## src/rtl/cnr_pkg.sv

```systemverilog
package cnr_pkg;
  localparam int BYTE_W = 8;
  localparam logic [7:0] ACK_CODE = 8'h06;
  localparam logic [7:0] NAK_CODE = 8'h15;
  localparam logic [7:0] PING_OP  = 8'h00;

  typedef enum logic [2:0] {EG_IDLE, EG_WAIT, EG_OWN, EG_RELAY, EG_DONE} eg_state_t;

  typedef struct packed {
    logic [7:0]  status;
    logic [15:0] data;
  } own_rsp_t;

  // byte that makes the three given bytes plus itself sum to zero
  function automatic logic [7:0] neg_sum3(input logic [7:0] a, input logic [7:0] b,
                                          input logic [7:0] c);
    logic [7:0] s;
    s = a + b + c;
    return ~s + 8'd1;
  endfunction
endpackage

```

## src/rtl/cnr_ingress.sv

```systemverilog
module cnr_ingress
  import cnr_pkg::*;
#(
  parameter int CNT_W = 8
) (
  input  logic             clk,
  input  logic             rst_n,
  input  logic             link_reset,
  input  logic             us_in_valid,
  output logic             us_in_ready,
  input  logic [7:0]       us_in_data,
  input  logic             us_in_last,
  output logic             ds_out_valid,
  input  logic             ds_out_ready,
  output logic [7:0]       ds_out_data,
  output logic             ds_out_last,
  input  logic [15:0]      query_data,
  output logic             cmd_valid,
  output logic [7:0]       cmd_op,
  output logic [15:0]      cmd_arg,
  output own_rsp_t         own_rsp,
  output logic             txn_done,
  output logic [CNT_W-1:0] ds_count
);
  localparam logic [CNT_W-1:0] CNT_ONE = 1;

  logic [1:0] byte_idx;
  logic       consumed;
  logic [7:0] b0, b1, b2;
  logic [7:0] sum4;
  logic       pkt_ok, in_fire;

  assign us_in_ready  = !txn_done && (consumed ? ds_out_ready : 1'b1);
  assign ds_out_valid = consumed && !txn_done && us_in_valid;
  assign ds_out_data  = us_in_data;
  assign ds_out_last  = us_in_last;
  assign in_fire      = us_in_valid && us_in_ready;
  assign sum4         = b0 + b1 + b2 + us_in_data;
  assign pkt_ok       = (sum4 == 8'h00);

  always_ff @(posedge clk or negedge rst_n) begin
    if (!rst_n) begin
      byte_idx <= '0; consumed <= 1'b0; txn_done <= 1'b0;
      b0 <= '0; b1 <= '0; b2 <= '0;
      cmd_valid <= 1'b0; cmd_op <= '0; cmd_arg <= '0;
      own_rsp <= '0; ds_count <= '0;
    end else if (link_reset) begin
      byte_idx <= '0; consumed <= 1'b0; txn_done <= 1'b0;
      b0 <= '0; b1 <= '0; b2 <= '0;
      cmd_valid <= 1'b0; cmd_op <= '0; cmd_arg <= '0;
      own_rsp <= '0; ds_count <= '0;
    end else begin
      cmd_valid <= 1'b0;
      if (in_fire) begin
        byte_idx <= byte_idx + 2'd1;
        if (us_in_last) txn_done <= 1'b1;
        if (!consumed) begin
          case (byte_idx)
            2'd0: b0 <= us_in_data;
            2'd1: b1 <= us_in_data;
            2'd2: b2 <= us_in_data;
            default: begin
              consumed       <= 1'b1;
              own_rsp.status <= pkt_ok ? ACK_CODE : NAK_CODE;
              own_rsp.data   <= (pkt_ok && b0[7]) ? query_data : 16'h0000;
              if (pkt_ok && (b0 != PING_OP)) begin
                cmd_valid <= 1'b1;
                cmd_op    <= b0;
                cmd_arg   <= {b1, b2};
              end
            end
          endcase
        end else if (byte_idx == 2'd3 && ds_count != '1) begin
          ds_count <= ds_count + CNT_ONE;
        end
      end
    end
  end


  cmd_pulse_chk: assert property (@(posedge clk) disable iff (!rst_n)
    cmd_valid |=> !cmd_valid);


  count_mono_chk: assert property (@(posedge clk) disable iff (!rst_n)
    !link_reset |=> (ds_count >= $past(ds_count)));


  ds_out_hold_chk: assert property (@(posedge clk) disable iff (!rst_n)
    (ds_out_valid && !ds_out_ready && !link_reset) |=> (ds_out_valid && $stable(ds_out_data)));
endmodule

```

## src/rtl/cnr_egress.sv

```systemverilog
module cnr_egress
  import cnr_pkg::*;
#(
  parameter int CNT_W   = 8,
  parameter int TIMEOUT = 1000
) (
  input  logic             clk,
  input  logic             rst_n,
  input  logic             link_reset,
  input  logic             txn_done,
  input  logic [CNT_W-1:0] ds_count,
  input  own_rsp_t         own_rsp,
  input  logic             ds_in_valid,
  output logic             ds_in_ready,
  input  logic [7:0]       ds_in_data,
  output logic             us_out_valid,
  input  logic             us_out_ready,
  output logic [7:0]       us_out_data,
  output logic             us_out_last,
  output logic             ds_missing
);
  localparam int TMR_W = $clog2(TIMEOUT + 1);
  localparam int RLY_W = CNT_W + 2;
  localparam logic [TMR_W-1:0] TMR_ONE  = 1;
  localparam logic [TMR_W-1:0] TMR_LAST = TMR_W'(TIMEOUT - 1);
  localparam logic [RLY_W-1:0] RLY_ONE  = 1;

  eg_state_t        st;
  logic [TMR_W-1:0] tmr;
  logic [1:0]       oidx;
  logic             relay_en;
  logic [RLY_W-1:0] rcnt;
  logic [RLY_W-1:0] rly_last;
  logic [7:0]       own_byte;

  assign rly_last = {ds_count, 2'b00} - RLY_ONE;

  always_comb begin
    case (oidx)
      2'd0:    own_byte = own_rsp.status;
      2'd1:    own_byte = own_rsp.data[15:8];
      2'd2:    own_byte = own_rsp.data[7:0];
      default: own_byte = neg_sum3(own_rsp.status, own_rsp.data[15:8], own_rsp.data[7:0]);
    endcase
  end

  always_comb begin
    us_out_valid = 1'b0;
    us_out_data  = own_byte;
    us_out_last  = 1'b0;
    ds_in_ready  = 1'b0;
    case (st)
      EG_OWN: begin
        us_out_valid = 1'b1;
        us_out_last  = (oidx == 2'd3) && !relay_en;
      end
      EG_RELAY: begin
        us_out_valid = ds_in_valid;
        us_out_data  = ds_in_data;
        us_out_last  = (rcnt == rly_last);
        ds_in_ready  = us_out_ready;
      end
      default: ;
    endcase
  end

  always_ff @(posedge clk or negedge rst_n) begin
    if (!rst_n) begin
      st <= EG_IDLE; tmr <= '0; oidx <= '0; relay_en <= 1'b0; rcnt <= '0;
      ds_missing <= 1'b0;
    end else if (link_reset) begin
      st <= EG_IDLE; tmr <= '0; oidx <= '0; relay_en <= 1'b0; rcnt <= '0;
    end else begin
      case (st)
        EG_IDLE: if (txn_done) begin
          if (ds_count == '0) begin
            st <= EG_OWN; relay_en <= 1'b0;
          end else begin
            st <= EG_WAIT; tmr <= '0;
          end
        end
        EG_WAIT: begin
          if (ds_in_valid) begin
            st <= EG_OWN; relay_en <= 1'b1;
          end else if (tmr == TMR_LAST) begin
            st <= EG_OWN; relay_en <= 1'b0; ds_missing <= 1'b1;
          end else begin
            tmr <= tmr + TMR_ONE;
          end
        end
        EG_OWN: if (us_out_ready) begin
          oidx <= oidx + 2'd1;
          if (oidx == 2'd3) st <= relay_en ? EG_RELAY : EG_DONE;
        end
        EG_RELAY: if (ds_in_valid && us_out_ready) begin
          rcnt <= rcnt + RLY_ONE;
          if (rcnt == rly_last) st <= EG_DONE;
        end
        default: ;
      endcase
    end
  end


  missing_sticky_chk: assert property (@(posedge clk) disable iff (!rst_n)
    ds_missing |=> ds_missing);


  us_out_hold_chk: assert property (@(posedge clk) disable iff (!rst_n)
    (us_out_valid && !us_out_ready && !link_reset) |=> (us_out_valid && $stable(us_out_data)));


  own_first_chk: assert property (@(posedge clk) disable iff (!rst_n)
    ((st == EG_WAIT) && ds_in_valid && !link_reset) |=>
      (us_out_valid && (us_out_data == own_rsp.status)));
endmodule

```

## src/rtl/chain_pop_router.sv

```systemverilog
module chain_pop_router
  import cnr_pkg::*;
#(
  parameter int CNT_W   = 8,
  parameter int TIMEOUT = 1000
) (
  input  logic             clk,
  input  logic             rst_n,
  input  logic             link_reset,
  input  logic             us_in_valid,
  output logic             us_in_ready,
  input  logic [7:0]       us_in_data,
  input  logic             us_in_last,
  output logic             ds_out_valid,
  input  logic             ds_out_ready,
  output logic [7:0]       ds_out_data,
  output logic             ds_out_last,
  input  logic             ds_in_valid,
  output logic             ds_in_ready,
  input  logic [7:0]       ds_in_data,
  output logic             us_out_valid,
  input  logic             us_out_ready,
  output logic [7:0]       us_out_data,
  output logic             us_out_last,
  output logic             cmd_valid,
  output logic [7:0]       cmd_op,
  output logic [15:0]      cmd_arg,
  input  logic [15:0]      query_data,
  output logic [CNT_W-1:0] ds_count,
  output logic             ds_missing
);
  own_rsp_t own_rsp;
  logic     txn_done;

  cnr_ingress #(.CNT_W(CNT_W)) u_ingress (
    .clk(clk), .rst_n(rst_n), .link_reset(link_reset),
    .us_in_valid(us_in_valid), .us_in_ready(us_in_ready),
    .us_in_data(us_in_data), .us_in_last(us_in_last),
    .ds_out_valid(ds_out_valid), .ds_out_ready(ds_out_ready),
    .ds_out_data(ds_out_data), .ds_out_last(ds_out_last),
    .query_data(query_data), .cmd_valid(cmd_valid), .cmd_op(cmd_op),
    .cmd_arg(cmd_arg), .own_rsp(own_rsp), .txn_done(txn_done), .ds_count(ds_count)
  );

  cnr_egress #(.CNT_W(CNT_W), .TIMEOUT(TIMEOUT)) u_egress (
    .clk(clk), .rst_n(rst_n), .link_reset(link_reset),
    .txn_done(txn_done), .ds_count(ds_count), .own_rsp(own_rsp),
    .ds_in_valid(ds_in_valid), .ds_in_ready(ds_in_ready), .ds_in_data(ds_in_data),
    .us_out_valid(us_out_valid), .us_out_ready(us_out_ready),
    .us_out_data(us_out_data), .us_out_last(us_out_last), .ds_missing(ds_missing)
  );
endmodule

```

## config.mk

```make
export PLATFORM = sky130hd
export DESIGN_NAME = chain_pop_router
export DESIGN_NICKNAME = d
export VERILOG_FILES = /design/src/rtl/cnr_pkg.sv /design/src/rtl/cnr_ingress.sv /design/src/rtl/cnr_egress.sv /design/src/rtl/chain_pop_router.sv
export SDC_FILE = /design/constraint.sdc
export NUM_CORES = 1
export LEC_CHECK = 0
export BUFFER_PORTS_ARGS = -buffer_cell sky130_fd_sc_hd__buf_2
export CORE_AREA = 2 2 116 118
export CTS_CLUSTER_SIZE = 10
export DETAILED_ROUTE_END_ITERATION = 10
export DIE_AREA = 0 0 118 120
export GPL_TIMING_DRIVEN = 0
export HOLD_SLACK_MARGIN = 0.05
export PLACE_DENSITY = 0.75
export SETUP_SLACK_MARGIN = 0.3
export SLEW_MARGIN = 0
export SYNTH_ARGS = -nofsm -noshare
export SYNTH_HDL_FRONTEND = slang
export SYNTH_SLANG_ARGS = --single-unit
export TNS_END_PERCENT = 100
```

## constraint.sdc

```tcl
create_clock -name clk -period 3.68 [get_ports clk]
set_clock_uncertainty 0.15 [all_clocks]
set_input_delay 0.184 -clock clk [delete_from_list [all_inputs] [get_ports clk]]
set_output_delay 0.184 -clock clk [all_outputs]
set_load 0.01 [all_outputs]
```

# Word-level counts from Yosys, hierarchy flattened
# Cells that the tools add are included.
[op_classes]
n_addsub = 12
div_mod_pow = 0
shift = 0
reduce_logical = 45
mux = 81
n_eq_ne = 24
mul = 0
order_cmp = 0
bitwise_logic = 3
[ops]
columns = ["operator", "count"]
rows = [
  ["two-way mux 8 bit", 22],
  ["two-way mux 16 bit", 6],
  ["two-way mux 24 bit", 4],
  ["two-way mux 10 bit", 8],
  ["adder 8 bit", 5],
  ["two-way mux 3 bit", 9],
  ["case mux 8 bit (3 select lines)", 1],
  ["nonzero test 2 bit", 12],
  ["adder 10 x 1 -> 10 bit, second input constant", 2],
  ["case mux 10 bit (2 select lines)", 1],
  ["two-way mux 1 bit", 19],
  ["adder 8 x 1 -> 8 bit, second input constant", 2],
  ["logical NOT 8 bit", 2],
  ["!= test 3 bit, second input constant", 5],
  ["AND reduction 3 bit", 5],
  ["two-way mux 2 bit", 6],
  ["!= test 3 x 2 -> 1 bit, second input constant", 4],
  ["case mux 3 bit (4 select lines)", 1],
  ["AND reduction 4 bit", 3],
  ["equality test 10 bit", 1],
  ["equality test 10 bit, second input constant", 1],
  ["subtractor 10 x 1 -> 10 bit, second input constant", 1],
  ["logical AND 1 bit", 9],
  ["equality test 2 bit, second input constant", 4],
  ["other kinds (22)", 32],
]
[totals]
output_inout_bits = 56
mem_bits_ro = 0
mem_bits_rw = 0
latchBits = 0
wordCells = 183
memories = 0
inputBits = 40
register_bits = 112

# Logic depth before layout (Yosys ltp)
[logic_depth]
depth_word = 10
depth_mapped = 14
mapped_depth_nobuf = 12

# Hierarchy
# Synthesis repeated with hierarchy kept, for this count alone.
[hier_totals]
cells_unflattened = 675
area_unflattened_um2 = 6652.6
[by_module_without_submodules]
columns = ["module", "area_each_um2", "seq_area_each_um2", "n_inst", "cells_each"]
rows = [
  ["cnr_ingress", 4090.2, 2001.9, 1, 369],
  ["cnr_egress", 2562.5, 675.6, 1, 306],
]

# Worst setup path before layout
# OpenSTA, ideal clock, no wires.
[synth_path]
path_type = "reg-to-reg"
startpoint = "register u_ingress.b2[1]"
endpoint = "register u_ingress.cmd_op[3]"
required_ps = 3394
t_arrival_ps = 3334
n_path_buf = 2
path_stages_with_launch = 15
period_less_slack_ps = 3621
path_slack_ps = 59
setup_ps = 136
cell_sequence = "dfrtp_1 -> fa_1 -> fa_1 -> ha_1 -> inv_1 -> fa_1 -> xnor2_1 -> a21oi_1 -> and4_1 -> o2111ai_1 -> or3_1 -> clkbuf_1 -> buf_2 -> o21ai_1 -> a21oi_1"
[synth_via]
elab_chain_len = 6
[synth_lines]
columns = ["element", "line_no", "text"]
rows = [
  ["from (decl)", "cnr_ingress.sv:29", "logic [7:0] b0, b1, b2;"],
  ["from (signal assigned)", "cnr_ingress.sv:61", "2'd2: b2 <= us_in_data;"],
  ["adder 8 bit (2 in series)", "cnr_ingress.sv:38", "assign sum4 = b0 + b1 + b2 + us_in_data;"],
  ["logical NOT 8 bit", "cnr_ingress.sv:39", "assign pkt_ok = (sum4 == 8'h00);"],
  ["logical AND 1 bit", "cnr_ingress.sv:66", "if (pkt_ok && (b0 != PING_OP)) begin"],
  ["nonzero test 2 bit (no line)", "n/a", ""],
  ["AND reduction 4 bit (no line)", "n/a", ""],
  ["to (signal assigned)", "cnr_ingress.sv:45", "cmd_valid <= 1'b0; cmd_op <= '0; cmd_arg <= '0;"],
  ["to (signal assigned)", "cnr_ingress.sv:50", "cmd_valid <= 1'b0; cmd_op <= '0; cmd_arg <= '0;"],
  ["to (signal assigned)", "cnr_ingress.sv:68", "cmd_op <= b0;"],
  ["to (decl)", "cnr_ingress.sv:19", "output logic [7:0] cmd_op,"],
]
# Every way passes these cells.
# A chain may end at the register's enable or synchronous reset.

# Worst setup path after layout
[layout_path]
startpoint = "register u_ingress.b1[1]"
endpoint = "register u_ingress.cmd_arg[5]"
[layout_via]
elab_chain_len = 7
[layout_lines]
columns = ["element", "line_no", "text"]
rows = [
  ["from (decl)", "cnr_ingress.sv:29", ""],
  ["from (signal assigned)", "cnr_ingress.sv:60", "2'd1: b1 <= us_in_data;"],
  ["adder 8 bit (3 in series)", "cnr_ingress.sv:38", ""],
  ["logical NOT 8 bit", "cnr_ingress.sv:39", ""],
  ["logical AND 1 bit", "cnr_ingress.sv:66", ""],
  ["nonzero test 2 bit (no line)", "n/a", ""],
  ["AND reduction 4 bit (no line)", "n/a", ""],
  ["to (signal assigned)", "cnr_ingress.sv:69", "cmd_arg <= {b1, b2};"],
  ["to (decl)", "cnr_ingress.sv:20", "output logic [15:0] cmd_arg,"],
]
# Every way passes these cells.

==> reports/results.ini <==
[run_status]
status = complete, but fails checks
violations = setup timing

[power]
powerDensity_nw_per_um2 = 313
p_clk_share_pct = 37.5
combPwrFrac_pct = 16.6
peakVddDrop_v = 0.000248
switching_share_pct = 29.0
seqPwrFrac_pct = 45.9
power_switching_mw = 0.772
power_mw = 2.66
intPower_mw = 1.89
leakage_nw = 3.99

[clock_tree]
clk_latency_ns = 0.37
htreeDepth = 3
clockBufferDepth = 2
clkSinkCount = 107
clk_pin_slew_ns = 0.08
cts-root-buf = clkbuf_16
cts_made_buffers = 9
cts_tree = built

[place]
placed_cell_area_sq_um = 7260
place_congestion = 0.902
io_buffers = 95
dp_hpwl_um = 11900

[grt]
grt_pass1_vias = 5839
antenna_found_initial = 1
grt_usage_pct = 25.4
grt_max_degree = 63
grt_overflow_total = 0
grt_pass1_wl_um = 28700

[setup_path]
critPathMaxFanout = 5
crit_chain = fa_1 -> fa_1 -> ha_2 -> inv_2 -> fa_2 -> xnor2_1 -> a21oi_1 -> and4_1 -> o2111ai_2 -> buf_4 -> nor3_4 -> buf_4 -> buf_6 -> nand3_1 -> a21oi_1
worstSetupStartpointType = flip-flop
r2r_start = u_ingress.b1[1]
startpoint = u_ingress.b1[1]
max_stage_delay_ns = 0.51
crit_type = flip-flop to flip-flop
crit_buf_inv = 4
critical-path-slowest-cell = fa_1
crit_family = adder cells
cp.required_ns = 3.83
arrival_ns = 3.99
worst_setup_path_end_kind = flip-flop

[cells_and_area]
post-route-util_pct = 65.4
nets = 964
n_antenna_cell = 0
drive_above_1_share_pct = 25.2
area_delta_synth_final_pct = 30.0
nFillCells = 1034
final_area_sq_um = 8490

[yosys]
synth_seq_area_share_pct = 41.0
synthTopCellsByArea = dfrtp_1 (41%), a21oi_1 (6.0%), fa_1 (5.8%), ha_1 (5.7%), nand2_1 (4.7%)
synthCells = 715
synth_cell_types = 59
synth.top_cell.area_share_pct = 41.0
ys.flop_type = dfrtp_1
syn_nets = 804
ys_warn_count = 0
avgSynthCellArea_sq_um = 9.13
synth-async-reset-ratio_pct = 100
yosysTopAreaCell = dfrtp_1
synth-edff-count = 0
syn_area_sq_um = 6530
yosys_register_bits = 107

[timing]
setup_slack_ns = -0.167
post-route-period-util_pct = 105
setup_viol = 42
rsz0062_at_grt = yes
hold_viol = 0
worst_pin_slew_ns = 0.863
fmax_mhz = 260
fin_crit_ns = 3.85
report.final.slew_viol_count = 0
relSlewSlack_pct = 42.3
fin_tns_setup_ns = -4.45

[flow_run]
max-cap-violations = 0

[route]
wl_um = 18100
ant_nets = 0
wl_per_cell_um = 17.1
drtIter0Drc = 515
drt-pass1-iter-count = 6
via_count = 6030
drc_errors = 0
vias_per_cell = 5.71

[floorplan]
die_x_um = 118
dieHeight_um = 120
io_pins = 96
coreArea_sq_um = 13000
fp.dieArea_sq_um = 14200
initial_core_util_pct = 50.3
fp-row-count = 42

[hold_path]
hp-class = input pin to flip-flop
min_from = us_out_ready

## synth_stat cells, drive strengths merged, types with 14 or more instances
master	count
dfrtp	107
nand2	81
a21oi	78
nor2	60
o21ai	46
ha	30
xnor2	30
clkbuf	28
inv	27
nand3	23
buf	19
fa	19
a22o	16
xor2	16
and3	15
nor3	14
## path summary, 6_finish.rpt
kind,to,slack (ns),depth (start not counted)
setup / recovery,u_ingress.cmd_arg[5],-0.17,15
hold / removal,u_egress.rcnt[1],0.14,4
setup reg to reg,u_ingress.cmd_arg[5],-0.17,15
hold reg to reg,u_egress.ds_missing,0.33,1
max in group asynchronous,u_ingress.own_rsp[13],2.36,3
min in group asynchronous,u_ingress.ds_count[0],0.32,2
## tightest hold or removal path, stage by stage
cell	delay, ns
buf_2	0.13
nand2_1	0.10
o21ai_0	0.15
a21oi_1	0.06
## layout make-up
type	instances	area [sq um]	area share (%)
Buffer	47	285	3.36
Multi-Input combinational cell	534	3870	45.6
Tap cell	176	220	2.59
Timing Repair Buffer	149	1040	12.2
Clock inverter	6	65.1	0.767
Inverter	27	101	1.19
Clock buffer	10	229	2.70
Sequential cell	107	2680	31.5
## routing by layer
metal / routed length, um / part of all wire (%) / vias to the layer above / global-route usage, %
met3: 1060 / 5.9 / 44 / 4.52
met1: 7800 / 43 / 2931 / 34.4
li1: - / - / 2820 / -
met2: 8750 / 48 / 233 / 40.9
met5: 7 / 0.039 / - / 0
met4: 452 / 2.5 / 2 / 9.49
## cells by family after synthesis
logic type	synth area share, %
flops	41.0
xor+xnor	6.17
mux	0.786
compound gates	17.6
fa+ha+maj	11.6
buf+inv	5.00
simple gates	17.9
## layout by cell type (no fill, tap or decap), types with 4 or more instances in the layout
cell type      instances
a21oi_1               69
xor2_1                15
nor2b_1                9
a21oi_2                9
nand4_1                8
buf_2                 95
nand3_1               22
ha_1                  27
xnor2_1               23
buf_6                 16
o21ai_0               20
o21ai_2               24
inv_1                 26
and3_1                14
a22o_1                16
and2_1                 6
buf_4                 21
dfrtp_1              107
nor3_1                 9
a31oi_1                8
nor2_1                59
nand2b_1               7
mux2i_1                4
clkbuf_16             10
a21o_1                 6
xnor2_2                6
dlygate4sd3_1         28
nand2_1               80
clkbuf_1              28
fa_1                  16
## flip-flops by register name, summed over array words and instances (netlist names), 2 cells and up
register / count
u_ingress.b0: 8
u_ingress.byte_idx: 2
u_ingress.cmd_op: 8
u_ingress.own_rsp: 19
u_egress.st: 3
u_egress.oidx: 2
u_ingress.b2: 8
u_ingress.ds_count: 8
u_ingress.b1: 8
u_ingress.cmd_arg: 16
u_egress.rcnt: 10
u_egress.tmr: 10
## power groups by stage
stage	logic [mW]	clock network, mW	registers [mW]
2_1_floorplan	0.236	0	1.23
3_3_place_gp	0.354	0	1.24
3_5_place_dp	0.365	0	1.24
4_1_cts	0.417	1.00	1.22
5_1_grt	0.490	1.05	1.22
6_report	0.442	0.997	1.22
## repair_timing
item,CTS,global route
endpoints found under the setup margin,47,48
pin swaps,28,31
hold endpoints to repair,106,0
cloned,2,2
resized for setup,49,55
setup buffers,16,5
hold buffers,28,0
## per-stage QoR
step                setup WS [ns]  hold WS, ns  instances
detailed placement         -0.288        0.186        987
floorplan                   0.118       -0.262        715
global route               -0.258        0.190       1056
global placement           -0.305        0.260        986
finish                     -0.167        0.145       1056
CTS                        -0.102        0.143       1049
Power figures use the tool's default switching activity.
